===== src/rtl/lean_core_pkg.sv =====
package lean_core_pkg;

    localparam int OPC_W = 4;

    typedef enum logic [3:0] {
        OP_NOP  = 4'd0,
        OP_LDI  = 4'd1,
        OP_CLR  = 4'd2,
        OP_MOV  = 4'd3,
        OP_ADD  = 4'd4,
        OP_INC  = 4'd5,
        OP_DEC  = 4'd6,
        OP_JMP  = 4'd7,
        OP_JEQ  = 4'd8,
        OP_JZR  = 4'd9,
        OP_PIN  = 4'd10,
        OP_POUT = 4'd11,
        OP_ST   = 4'd12,
        OP_LD   = 4'd13,
        OP_RS14 = 4'd14,
        OP_RS15 = 4'd15
    } opcode_e;

    typedef enum logic [2:0] {
        SRC_ZERO, SRC_IMM, SRC_RB, SRC_SUM, SRC_INC, SRC_DEC, SRC_PORT, SRC_MEM
    } src_e;

    typedef enum logic [1:0] {
        JC_NONE, JC_ALWAYS, JC_EQ, JC_ZERO
    } jcond_e;

    typedef struct packed {
        logic   gpr_we;
        src_e   src;
        logic   out_we;
        logic   mem_we;
        logic   mem_rd;
        jcond_e jc;
    } ctrl_t;

    function automatic int clog2c(int v);
        return (v <= 2) ? 1 : $clog2(v);
    endfunction

    function automatic int max3(int a, int b, int c);
        int m;
        m = (a > b) ? a : b;
        return (m > c) ? m : c;
    endfunction

    function automatic int idx_w(int ngpr, int nin, int nout);
        return clog2c(max3(ngpr, nin, nout));
    endfunction

    function automatic int imm_w(int dw, int ram_depth, int rom_depth);
        return max3(dw, clog2c(ram_depth), clog2c(rom_depth));
    endfunction

    function automatic ctrl_t op_ctrl(opcode_e op);
        ctrl_t c;
        c = '0;
        case (op)
            OP_LDI:  begin c.gpr_we = 1'b1; c.src = SRC_IMM;  end
            OP_CLR:  begin c.gpr_we = 1'b1; c.src = SRC_ZERO; end
            OP_MOV:  begin c.gpr_we = 1'b1; c.src = SRC_RB;   end
            OP_ADD:  begin c.gpr_we = 1'b1; c.src = SRC_SUM;  end
            OP_INC:  begin c.gpr_we = 1'b1; c.src = SRC_INC;  end
            OP_DEC:  begin c.gpr_we = 1'b1; c.src = SRC_DEC;  end
            OP_JMP:  c.jc = JC_ALWAYS;
            OP_JEQ:  c.jc = JC_EQ;
            OP_JZR:  c.jc = JC_ZERO;
            OP_PIN:  begin c.gpr_we = 1'b1; c.src = SRC_PORT; end
            OP_POUT: c.out_we = 1'b1;
            OP_ST:   c.mem_we = 1'b1;
            OP_LD:   begin c.gpr_we = 1'b1; c.src = SRC_MEM; c.mem_rd = 1'b1; end
            default: c = '0;
        endcase
        return c;
    endfunction

endpackage


===== src/rtl/lean_core_decode.sv =====
module lean_core_decode
    import lean_core_pkg::*;
#(
    parameter int          IX_W   = 2,
    parameter int          IMM_W  = 8,
    parameter logic [15:0] OP_EN  = 16'hFFFF,
    localparam int         INSN_W = OPC_W + 2 * IX_W + IMM_W
) (
    input  logic [INSN_W-1:0] insn,
    output ctrl_t             ctrl,
    output logic [IX_W-1:0]   ra,
    output logic [IX_W-1:0]   rb,
    output logic [IMM_W-1:0]  imm
);

    opcode_e op;

    assign op  = opcode_e'(insn[INSN_W-1 -: OPC_W]);
    assign ra  = insn[IMM_W + IX_W +: IX_W];
    assign rb  = insn[IMM_W +: IX_W];
    assign imm = insn[IMM_W-1:0];

    // a masked-off opcode decodes exactly like the empty operation
    always_comb begin
        ctrl = op_ctrl(op);
        if (!OP_EN[op]) ctrl = '0;
    end

endmodule


===== src/rtl/lean_core_gpr.sv =====
module lean_core_gpr #(
    parameter int DW   = 8,
    parameter int NGPR = 4,
    parameter int IX_W = 2
) (
    input  logic            clk,
    input  logic            rst,
    input  logic            we,
    input  logic [IX_W-1:0] waddr,
    input  logic [DW-1:0]   wdata,
    input  logic [IX_W-1:0] raddr_a,
    input  logic [IX_W-1:0] raddr_b,
    output logic [DW-1:0]   rdata_a,
    output logic [DW-1:0]   rdata_b
);

    logic [DW-1:0] q [NGPR];

    for (genvar g = 0; g < NGPR; g++) begin : g_reg
        logic [DW-1:0] r;
        always_ff @(posedge clk) begin
            if (rst)                          r <= '0;
            else if (we && int'(waddr) == g)  r <= wdata;
        end
        assign q[g] = r;
    end

    // indices beyond the bank read as zero
    always_comb begin
        rdata_a = '0;
        rdata_b = '0;
        for (int i = 0; i < NGPR; i++) begin
            if (int'(raddr_a) == i) rdata_a = q[i];
            if (int'(raddr_b) == i) rdata_b = q[i];
        end
    end

endmodule


===== src/rtl/lean_core_obank.sv =====
module lean_core_obank #(
    parameter int DW   = 8,
    parameter int NOUT = 2,
    parameter int IX_W = 2
) (
    input  logic               clk,
    input  logic               rst,
    input  logic               we,
    input  logic [IX_W-1:0]    idx,
    input  logic [DW-1:0]      wdata,
    output logic [NOUT*DW-1:0] q
);

    for (genvar g = 0; g < NOUT; g++) begin : g_port
        logic [DW-1:0] r;
        always_ff @(posedge clk) begin
            if (rst)                        r <= '0;
            else if (we && int'(idx) == g)  r <= wdata;
        end
        assign q[g*DW +: DW] = r;
    end

endmodule


===== src/rtl/lean_core_dram.sv =====
module lean_core_dram #(
    parameter int  DW    = 8,
    parameter int  DEPTH = 16,
    localparam int AW    = lean_core_pkg::clog2c(DEPTH)
) (
    input  logic          clk,
    input  logic          we,
    input  logic [AW-1:0] addr,
    input  logic [DW-1:0] wdata,
    output logic [DW-1:0] rdata
);

    logic [DW-1:0] mem [DEPTH];

    always_ff @(posedge clk) begin
        if (we && int'(addr) < DEPTH) mem[addr] <= wdata;
        rdata <= (int'(addr) < DEPTH) ? mem[addr] : '0;
    end

endmodule


===== src/rtl/lean_core.sv =====
module lean_core
    import lean_core_pkg::*;
#(
    parameter int          DW        = 8,
    parameter int          NGPR      = 4,
    parameter int          NIN       = 2,
    parameter int          NOUT      = 2,
    parameter int          ROM_DEPTH = 32,
    parameter int          RAM_DEPTH = 16,
    parameter logic [15:0] OP_EN     = 16'hFFFF,
    localparam int         IX_W      = idx_w(NGPR, NIN, NOUT),
    localparam int         IMM_W     = imm_w(DW, RAM_DEPTH, ROM_DEPTH),
    localparam int         PC_W      = clog2c(ROM_DEPTH),
    localparam int         INSN_W    = OPC_W + 2 * IX_W + IMM_W
) (
    input  logic               clk,
    input  logic               rst,
    input  logic               stall,
    input  logic [INSN_W-1:0]  imem_word,
    input  logic [NIN*DW-1:0]  in_regs,
    output logic [PC_W-1:0]    imem_addr,
    output logic [NOUT*DW-1:0] out_regs,
    output logic               done
);

    localparam int RAM_AW = clog2c(RAM_DEPTH);
    localparam int NX_W   = IMM_W + 1;

    ctrl_t            ctl;
    logic [IX_W-1:0]  ra, rb;
    logic [IMM_W-1:0] imm;

    logic [PC_W-1:0]  pc_q;
    logic             halt_q;
    logic             m2r_wait_q;

    logic             run, m2r_issue, advance, gpr_we, jump_taken, over;
    logic [DW-1:0]    rd_a, rd_b, in_val, ram_q, result;
    logic [NX_W-1:0]  seq_nx, nx;

    lean_core_decode #(.IX_W(IX_W), .IMM_W(IMM_W), .OP_EN(OP_EN)) u_dec (
        .insn (imem_word),
        .ctrl (ctl),
        .ra   (ra),
        .rb   (rb),
        .imm  (imm)
    );

    // sequencing: a load spends one cycle issuing the RAM read
    assign run       = !stall && !halt_q;
    assign m2r_issue = run && ctl.mem_rd && !m2r_wait_q;
    assign advance   = run && !m2r_issue;
    assign gpr_we    = advance && ctl.gpr_we;

    lean_core_gpr #(.DW(DW), .NGPR(NGPR), .IX_W(IX_W)) u_gpr (
        .clk     (clk),
        .rst     (rst),
        .we      (gpr_we),
        .waddr   (ra),
        .wdata   (result),
        .raddr_a (ra),
        .raddr_b (rb),
        .rdata_a (rd_a),
        .rdata_b (rd_b)
    );

    lean_core_obank #(.DW(DW), .NOUT(NOUT), .IX_W(IX_W)) u_obank (
        .clk   (clk),
        .rst   (rst),
        .we    (advance && ctl.out_we),
        .idx   (rb),
        .wdata (rd_a),
        .q     (out_regs)
    );

    lean_core_dram #(.DW(DW), .DEPTH(RAM_DEPTH)) u_dram (
        .clk   (clk),
        .we    (advance && ctl.mem_we),
        .addr  (imm[RAM_AW-1:0]),
        .wdata (rd_a),
        .rdata (ram_q)
    );

    always_comb begin
        in_val = '0;
        for (int i = 0; i < NIN; i++) begin
            if (int'(rb) == i) in_val = in_regs[i*DW +: DW];
        end
    end

    always_comb begin
        case (ctl.src)
            SRC_IMM:  result = imm[DW-1:0];
            SRC_RB:   result = rd_b;
            SRC_SUM:  result = rd_a + rd_b;
            SRC_INC:  result = rd_a + 1'b1;
            SRC_DEC:  result = rd_a - 1'b1;
            SRC_PORT: result = in_val;
            SRC_MEM:  result = ram_q;
            default:  result = '0;
        endcase
    end

    always_comb begin
        case (ctl.jc)
            JC_ALWAYS: jump_taken = 1'b1;
            JC_EQ:     jump_taken = (rd_a == rd_b);
            JC_ZERO:   jump_taken = (rd_a == '0);
            default:   jump_taken = 1'b0;
        endcase
    end

    // next address carried one bit wider than the immediate so a step
    // past the last word or a far jump target is seen as overflow
    assign seq_nx = {{(NX_W - PC_W){1'b0}}, pc_q} + 1'b1;
    assign nx     = jump_taken ? {1'b0, imm} : seq_nx;
    assign over   = (int'(nx) >= ROM_DEPTH);

    always_ff @(posedge clk) begin
        if (rst) begin
            pc_q       <= '0;
            halt_q     <= 1'b0;
            m2r_wait_q <= 1'b0;
        end else if (m2r_issue) begin
            m2r_wait_q <= 1'b1;
        end else if (advance) begin
            m2r_wait_q <= 1'b0;
            if (over) halt_q <= 1'b1;
            else      pc_q   <= nx[PC_W-1:0];
        end
    end

    assign imem_addr = pc_q;
    assign done      = halt_q;

endmodule


===== config.mk =====
export PLATFORM = sky130hd
export DESIGN_NAME = lean_core
export DESIGN_NICKNAME = d
export VERILOG_FILES = /design/src/rtl/lean_core_pkg.sv /design/src/rtl/lean_core_decode.sv /design/src/rtl/lean_core_gpr.sv /design/src/rtl/lean_core_obank.sv /design/src/rtl/lean_core_dram.sv /design/src/rtl/lean_core.sv
export SDC_FILE = /design/constraint.sdc
export NUM_CORES = 1
export LEC_CHECK = 0
export BUFFER_PORTS_ARGS = -buffer_cell sky130_fd_sc_hd__buf_2
export CAP_MARGIN = 20
export CORE_AREA = 2 2 135 137
export CTS_BUF_LIST = sky130_fd_sc_hd__clkbuf_8
export CTS_CLUSTER_SIZE = 10
export DETAILED_ROUTE_END_ITERATION = 8
export DIE_AREA = 0 0 137 139
export PLACE_DENSITY = 0.68
export SETUP_SLACK_MARGIN = 0.2
export SLEW_MARGIN = 0
export SYNTH_ARGS = -nofsm -noshare
export SYNTH_HDL_FRONTEND = slang
export SYNTH_SLANG_ARGS = --single-unit

===== constraint.sdc =====
create_clock -name clk -period 5.32 [get_ports clk]
set_clock_uncertainty 0.2 [all_clocks]
set_input_delay 0 -clock clk [delete_from_list [all_inputs] [get_ports clk]]
set_output_delay 0 -clock clk [all_outputs]
set_load 0.005 [all_outputs]

==> results_dict.tcl, run 1 <==
set metrics [dict create \
    status "completed" \
    critPathKind "reg -> reg" \
    place_area_um2 9110 \
    synth_top_area_frac 0.445 \
    dp.cells 901 \
    drc 0 \
    via_per_inst 6.05 \
    yosysWarnings 0 \
    fmax_mhz 258 \
    syn_avg_cell_area_um2 13.4 \
    yosysSeqAreaShare 0.591 \
    start_kind "flip-flop" \
    period_share 0.729 \
    worstPathCellList "mux4_2 > inv_1 > ha_1 > nor3b_1 > xor2_1 > nor2_1 > o21ai_0 > ha_1 > nand2_1 > a21o_1 > and3_1 > or4_1 > a211o_1 > a22oi_2" \
    finalNetCount 747 \
    postSynth.asyncResetShare 0 \
    slew_viol_final 0 \
    cts_made_buffers 17 \
    initial_core_util 0.489 \
    multi_input_area_um2 3330 \
    ios 57 \
    clkTransAtPathRegs_ns 0.10 \
    die_h_um 139 \
    port_buffers 56 \
    drt_iter0_markers 576 \
    gp_congestion 0.902 \
    max_slew_margin 0.273 \
    cts_tree "done" \
    die_x_um 137 \
    power.leakage_nw 3.52 \
    gr-total-overflow 0 \
    cp.buffers_inverters 1 \
    worst_slack_ns 1.44 \
    max_stage_delay_ns 0.51 \
    grt_pass1_vias 5530 \
    rsz0062_at_grt "no" \
    fp-row-count 49 \
    setup_tns_ns 0 \
    layout-drive-gt1-share 0.213 \
    irDropWorstVdd_mv 0.223 \
    synth_edf_count 128 \
    seq_area_um2 5100 \
    crit_family "simple AND/OR/NAND/NOR gates" \
    cp-end-kind "flip-flop" \
    cts_sinks 191 \
    cts-root-buf "clkbuf_8" \
    hold_violations 0 \
    antenna_found_initial 0 \
    cts_resized 0 \
    num-fill-cells 1463 \
    drt_pre_antenna_iters 5 \
    synth.area.top_cells "edfxtp_1 45%, dfxtp_1 15%, mux4_2 15%" \
    diodes 0 \
    design.core.area_um2 17700 \
    min_period_ns 3.88 \
    wl_per_cell_um 21.9 \
    pre_cts_slack_ns 1.25 \
    antenna_left 0 \
    whs_ns 0.0281 \
    final_cells 944 \
    synth_flop_cell "edfxtp_1" \
    grt_pass1_wl_um 31700 \
    mappedNetlistNets 690 \
    ys_ff_latch 191 \
    syn-cell-area_um2 8630 \
    cp_max_fo 4 \
    cp_slowest_cell "mux4_2" \
    clkLatencyLatePin_ns 0.47 \
    htree_levels 4 \
    worst_slew_pin_slew_ns 1.09 \
    hold_class "in -> reg" \
    critPathRequiredTime_ns 5.52 \
    syn_inst 645 \
    hpwl_um 13800 \
    dieArea_um2 19000 \
    maxCapViolCount 0 \
    synth.distinct_cells 55 \
    synth_top_area_cell "edfxtp_1" \
    clock_path_buffers 2 \
    powerDensity_nw_per_um2 289 \
    cp.arrival_ns 4.08 \
    final_cell_area_um2 9570 \
    vias 5715 \
    grt_util_all_layers 0.227 \
    cpMostUsedCell "ha_1" \
    grt_max_degree 57 \
    area_growth_pct 10.9 \
    wirelength_um 20700 \
    setup_violations 0 \
]
worst paths after layout:
check                                     end  cells after the start                              from  slack, ns
max reg2reg  u_gpr.g_reg[3].r[7]$_SDFFE_PP0P_                     14  u_gpr.g_reg[1].r[0]$_SDFFE_PP0P_       1.44
max          u_gpr.g_reg[3].r[7]$_SDFFE_PP0P_                     14  u_gpr.g_reg[1].r[0]$_SDFFE_PP0P_       1.44
min                 imem_addr[2]$_SDFFE_PP0P_                      4                      imem_word[2]       0.03
min reg2reg  u_gpr.g_reg[2].r[1]$_SDFFE_PP0P_                      2  u_gpr.g_reg[2].r[1]$_SDFFE_PP0P_       0.28
power breakdown:
group | switching (W) | internal [W]
sequential | 0.0000114 | 0.00159
combinational | 0.000174 | 0.000119
clock | 0.000506 | 0.000370
total | 0.000692 | 0.00208
per-stage QoR:
step | utilization | total power (W)
after floorplan | - | 0.00184
after global placement | 0.516 | 0.00191
after detailed placement | 0.516 | 0.00192
after CTS | 0.542 | 0.00278
after global routing | 0.542 | 0.00287
final | 0.542 | 0.00277
flip-flops by register name (all words and copies together), names as in the netlist:
| name | cells |
|---|---|
| u_dram.rdata | 8 |
| u_obank.g_port.r | 16 |
| u_gpr.g.r | 32 |
| u_dram.mem | 128 |
| m2r_wait_q | 1 |
| imem_addr | 5 |
| done | 1 |
worst reg2reg max path: stages, from the launching register on:
cell     delay (ns)
dfxtp_1        0.34
mux4_2         0.51
inv_1          0.11
ha_1           0.18
nor3b_1        0.35
xor2_1         0.14
nor2_1         0.10
o21ai_0        0.08
ha_1           0.33
nand2_1        0.06
a21o_1         0.18
and3_1         0.16
or4_1          0.51
a211o_1        0.39
a22oi_2        0.18
metal layers:
metal,GRT usage,part of all wire
met5,0,0
met4,0.0857,0.027
met3,0.0457,0.079
met2,0.339,0.46
met1,0.330,0.43
cell usage after synthesis, types with 5 or more instances:
cell type	n
nand2_1	37
edfxtp_1	128
dfxtp_1	63
mux4_2	56
a22oi_1	5
inv_1	16
buf_1	6
xor2_1	12
a21oi_1	22
o22ai_1	6
mux2i_1	28
nand2b_1	8
xnor2_1	6
ha_1	9
nor3_1	30
or3_1	6
nor2_1	92
clkbuf_1	25
o21ai_0	19
nand3_1	8
cell usage in the layout (no fill, tap or decap), types with 8 or more instances in the layout:
| master | synthesis | layout |
|---|---|---|
| buf_2 | 2 | 56 |
| nor2_1 | 92 | 92 |
| nand3_1 | 8 | 8 |
| mux4_2 | 56 | 56 |
| o21ai_0 | 19 | 19 |
| nand2b_1 | 8 | 8 |
| a21oi_1 | 22 | 22 |
| edfxtp_1 | 128 | 128 |
| dfxtp_1 | 63 | 63 |
| nor3_1 | 30 | 29 |
| mux2i_1 | 28 | 28 |
| clkbuf_8 | 0 | 17 |
| ha_1 | 9 | 9 |
| inv_1 | 16 | 19 |
| dlygate4sd3_1 | 0 | 11 |
| nand2_1 | 37 | 37 |
| xor2_1 | 12 | 12 |
kinds of logic (layout without fill, tap and decap cells):
family	after synthesis	after routing	share of synthesized area
AOI/OAI and AO/OA	82	82	0.0616
xor gates and xnor gates	18	18	0.0183
adders and majority gates	10	10	0.0154
buffers and inverters	51	121	0.0238
DFF	191	191	0.591
muxes	84	84	0.179
and+or+nand+nor	209	209	0.111
timing repair:
action | 4_1_cts | 5_1_grt
hold buffers | 11 | 0
buffers inserted | 0 | 0
endpoints found under the hold margin | 35 | 0
cell type report:
cell class              instances  area share
well taps                     229      0.0299
repair buffers                 73      0.0455
inverters                      16     0.00627
clock inverters                15      0.0128
multi-input cells             403       0.348
clock buffers                  17      0.0244
flip-flops and latches        191       0.533
(Power assumes the default switching activity.)
==> inputs of run 2 (changes only) <==
--- a/config.mk
+++ b/config.mk
@@ -5,14 +5,15 @@
 export SDC_FILE = /design/constraint.sdc
 export NUM_CORES = 1
 export LEC_CHECK = 0
+export ABC_AREA = 1
 export BUFFER_PORTS_ARGS = -buffer_cell sky130_fd_sc_hd__buf_2
 export CAP_MARGIN = 20
-export CORE_AREA = 2 2 135 137
+export CORE_AREA = 2 2 137 139
 export CTS_BUF_LIST = sky130_fd_sc_hd__clkbuf_8
 export CTS_CLUSTER_SIZE = 10
 export DETAILED_ROUTE_END_ITERATION = 8
-export DIE_AREA = 0 0 137 139
-export PLACE_DENSITY = 0.68
+export DIE_AREA = 0 0 139 141
+export PLACE_DENSITY = 0.7
 export SETUP_SLACK_MARGIN = 0.2
 export SLEW_MARGIN = 0
 export SYNTH_ARGS = -nofsm -noshare
==> constraint.sdc (replaced) <==
create_clock -name clk -period 3.2 [get_ports clk]
set_clock_uncertainty 0.2 [all_clocks]
set_input_delay 0 -clock clk [delete_from_list [all_inputs] [get_ports clk]]
set_output_delay 0 -clock clk [all_outputs]
set_load 0.005 [all_outputs]
==> run 2 against run 1 <==
  * Clock power up 80%
  * Die area grew 2.9%
  * Critical path depth rose by 7
  * The flow now finishes with violations (negative hold slack)
  * Power rose by 89%
  * Maximum frequency grew 24%
  * Largest cell class unchanged
==> results_dict.tcl, run 2 <==
set metrics [dict create \
    cts_sinks 191 \
    grt_util_all_layers 0.271 \
    grtUsageMet1 0.365 \
    die_x_um 139 \
    cts_made_buffers 17 \
    fmax_mhz 320 \
    synth-simple-area-share 0.169 \
    dieArea_um2 19600 \
    syn-cell-area_um2 8870 \
    final_cell_mix "135 x nand2_1, 128 x edfxtp_1, 120 x nor2_1" \
    synth_flop_cell "edfxtp_1" \
    final_common_cell "nand2_1" \
    ys_ff_latch 191 \
    hold_class "in -> reg" \
    ios 57 \
    postSynth.asyncResetShare 0 \
    globalRoute.busiestLayer "met2" \
    cp_max_fo 4 \
    hpwl_um 18500 \
    whs_ns -0.00773 \
    critPathKind "reg -> reg" \
    hold_violations 4 \
    yosysMostFrequentCell "nand2_1" \
    muxShareOfSynthArea 0 \
    wl_per_cell_um 19.9 \
    use_met3 0.0686 \
    fin_util 0.593 \
    grt_pass1_vias 7184 \
    port_buffers 56 \
    rsz0062_at_grt "yes" \
    p_total_w 0.00523 \
    grt_pass1_wl_um 40000 \
    layout-drive-gt1-share 0.249 \
    pre_cts_slack_ns -0.124 \
    cts_tree "done" \
    met2_usage 0.425 \
    dp.cells 1258 \
    drt_iter0_markers 949 \
    cp.arrival_ns 3.32 \
    yosysWarnings 0 \
    drt_pre_antenna_iters 5 \
    synth-compound-area-share 0.178 \
    status "complete, but fails checks" \
    fp-row-count 50 \
    synth_common_cells "141 x nand2_1, 133 x nor2_1, 128 x edfxtp_1, 91 x a21oi_1, 90 x inv_1" \
    final_cells 1322 \
    power.leakage_nw 4.30 \
    synth_edf_count 128 \
    via_per_inst 5.68 \
    max_slew_margin 0.249 \
    min_period_ns 3.12 \
    synth_top_area_frac 0.433 \
    worst_slew_pin_slew_ns 1.12 \
    irDropWorstVdd_mv 0.277 \
    top_regs "u_dram.mem: 128 flops, u_gpr.g.r: 32 flops, u_obank.g_port.r: 16 flops" \
    clkTransAtPathRegs_ns 0.10 \
    clkLatencyLatePin_ns 0.49 \
    largest_register "u_dram.mem" \
    syn_avg_cell_area_um2 9.63 \
    maxCapViolCount 0 \
    setup_violations 0 \
    antenna_found_initial 0 \
    htree_levels 4 \
    cts-root-buf "clkbuf_8" \
    critPathRequiredTime_ns 3.39 \
    area_growth_pct 22.2 \
    mappedNetlistNets 966 \
    synth_top_family_by_area "compound AO/OA/AOI/OAI gates" \
    synth.area.top_cells "edfxtp_1 43%, dfxtp_1 14%, nand2_1 6.0%" \
    antenna_left 0 \
    largest_reg_flops 128 \
    start_kind "flip-flop" \
    synth.distinct_cells 46 \
    violations "negative hold slack" \
    period_share 0.976 \
    num-fill-cells 1583 \
    yosysSeqAreaShare 0.575 \
    setup_tns_ns 0 \
    gp_congestion 1.01 \
    wirelength_um 26300 \
    finalNetCount 1119 \
    die_h_um 141 \
    synth_top_area_cell "edfxtp_1" \
    design.core.area_um2 18300 \
    synthXorXnorAreaFrac 0.00888 \
    slew_viol_final 0 \
    gr-total-overflow 0 \
    syn_inst 921 \
    synthAdderAreaFrac 0.0149 \
    clock_path_buffers 2 \
    powerDensity_nw_per_um2 482 \
    vias 7508 \
    initial_core_util 0.486 \
    worst_slack_ns 0.0776 \
    cp-end-kind "flip-flop" \
    drc 0 \
    grt_max_degree 34 \
]
## run 2: changes by cell type in the layout (fill, tap and decap cells not counted), moves of 11 or more
| cell | previous run | this run |
|---|---|---|
| mux4_2 | 56 | 0 |
| o21ai_0 | 19 | 34 |
| mux2i_1 | 28 | 0 |
| nand2_1 | 37 | 135 |
| buf_4 | 6 | 81 |
| inv_1 | 19 | 83 |
| o21ai_1 | 2 | 13 |
| nor2_2 | 0 | 23 |
| nor3_1 | 29 | 7 |
| a21oi_1 | 22 | 80 |
| o21bai_1 | 0 | 14 |
| a22oi_1 | 5 | 64 |
| nor2_1 | 92 | 120 |
## run 2: what timing repair did
item	CTS	global route
hold buffers	20	1
endpoints found under the setup margin	22	31
gates resized for setup	48	36
buffers inserted	7	3
pin swaps	21	24
endpoints found under the hold margin	46	1
## run 2: per-layer routing
metal,routed length (um),part of all wire
met2,12100,0.46
met5,0,0
met4,822,0.031
met1,11000,0.42
met3,2420,0.092
## run 2: worst paths after layout
check / startpoint / end / slack (ns) / cells past startpoint
worst max-delay path: u_gpr.g_reg[1].r[0]$_SDFFE_PP0P_ / u_gpr.g_reg[1].r[6]$_SDFFE_PP0P_ / 0.08 / 21
worst min-delay path: in_regs[3] / u_gpr.g_reg[3].r[3]$_SDFFE_PP0P_ / -0.008 / 6
worst max register to register: u_gpr.g_reg[1].r[0]$_SDFFE_PP0P_ / u_gpr.g_reg[1].r[6]$_SDFFE_PP0P_ / 0.08 / 21
worst min register to register: u_gpr.g_reg[2].r[0]$_SDFFE_PP0P_ / u_gpr.g_reg[2].r[0]$_SDFFE_PP0P_ / 0.27 / 2
## run 2: area by class of cell
class,instances,area (um2),share of cell area
repair buffers,164,1170,0.108
clock inverters,15,161,0.0149
well taps,234,293,0.0270
multi-input cells,608,3530,0.325
diodes,1,2.50,0.000231
flip-flops and latches,191,5110,0.471
clock buffers,17,234,0.0216
inverters,92,345,0.0319
## run 2: report_power, final
part           switching [W]  internal (W)
clock               0.000993      0.000592
combinational       0.000569      0.000376
sequential         0.0000214       0.00268
## run 2: per-stage QoR
stage	instance area, um2	hold WS, ns
global placement	9890	0.199
detailed placement	9890	0.204
global route	10800	0.00709
CTS	10700	0.000321
finish	10800	-0.00773
floorplan	8870	0.0266
## run 2: logic make-up after synthesis
group | Yosys count
flops | 191
xor+xnor | 9
buf+inv | 122
fa+ha+maj | 10
simple gates | 338
compound gates | 251
## run 2: worst max-delay path: stages, from the launching register on
cell and delay [ns]:
dfxtp_1 0.32, inv_1 0.04, o21ai_1 0.13, nand2_1 0.09, nor2_2 0.16, nor2_4 0.07, buf_6 0.13, nand2_4 0.05
ha_4 0.12, inv_2 0.04, fa_2 0.37, a21oi_2 0.14, nor2_1 0.05, nor2_1 0.13, nor2_1 0.07, nor2_1 0.09
o21bai_1 0.09, or2_4 0.24, nand3_2 0.06, o211ai_1 0.19, o21bai_1 0.20, inv_1 0.05
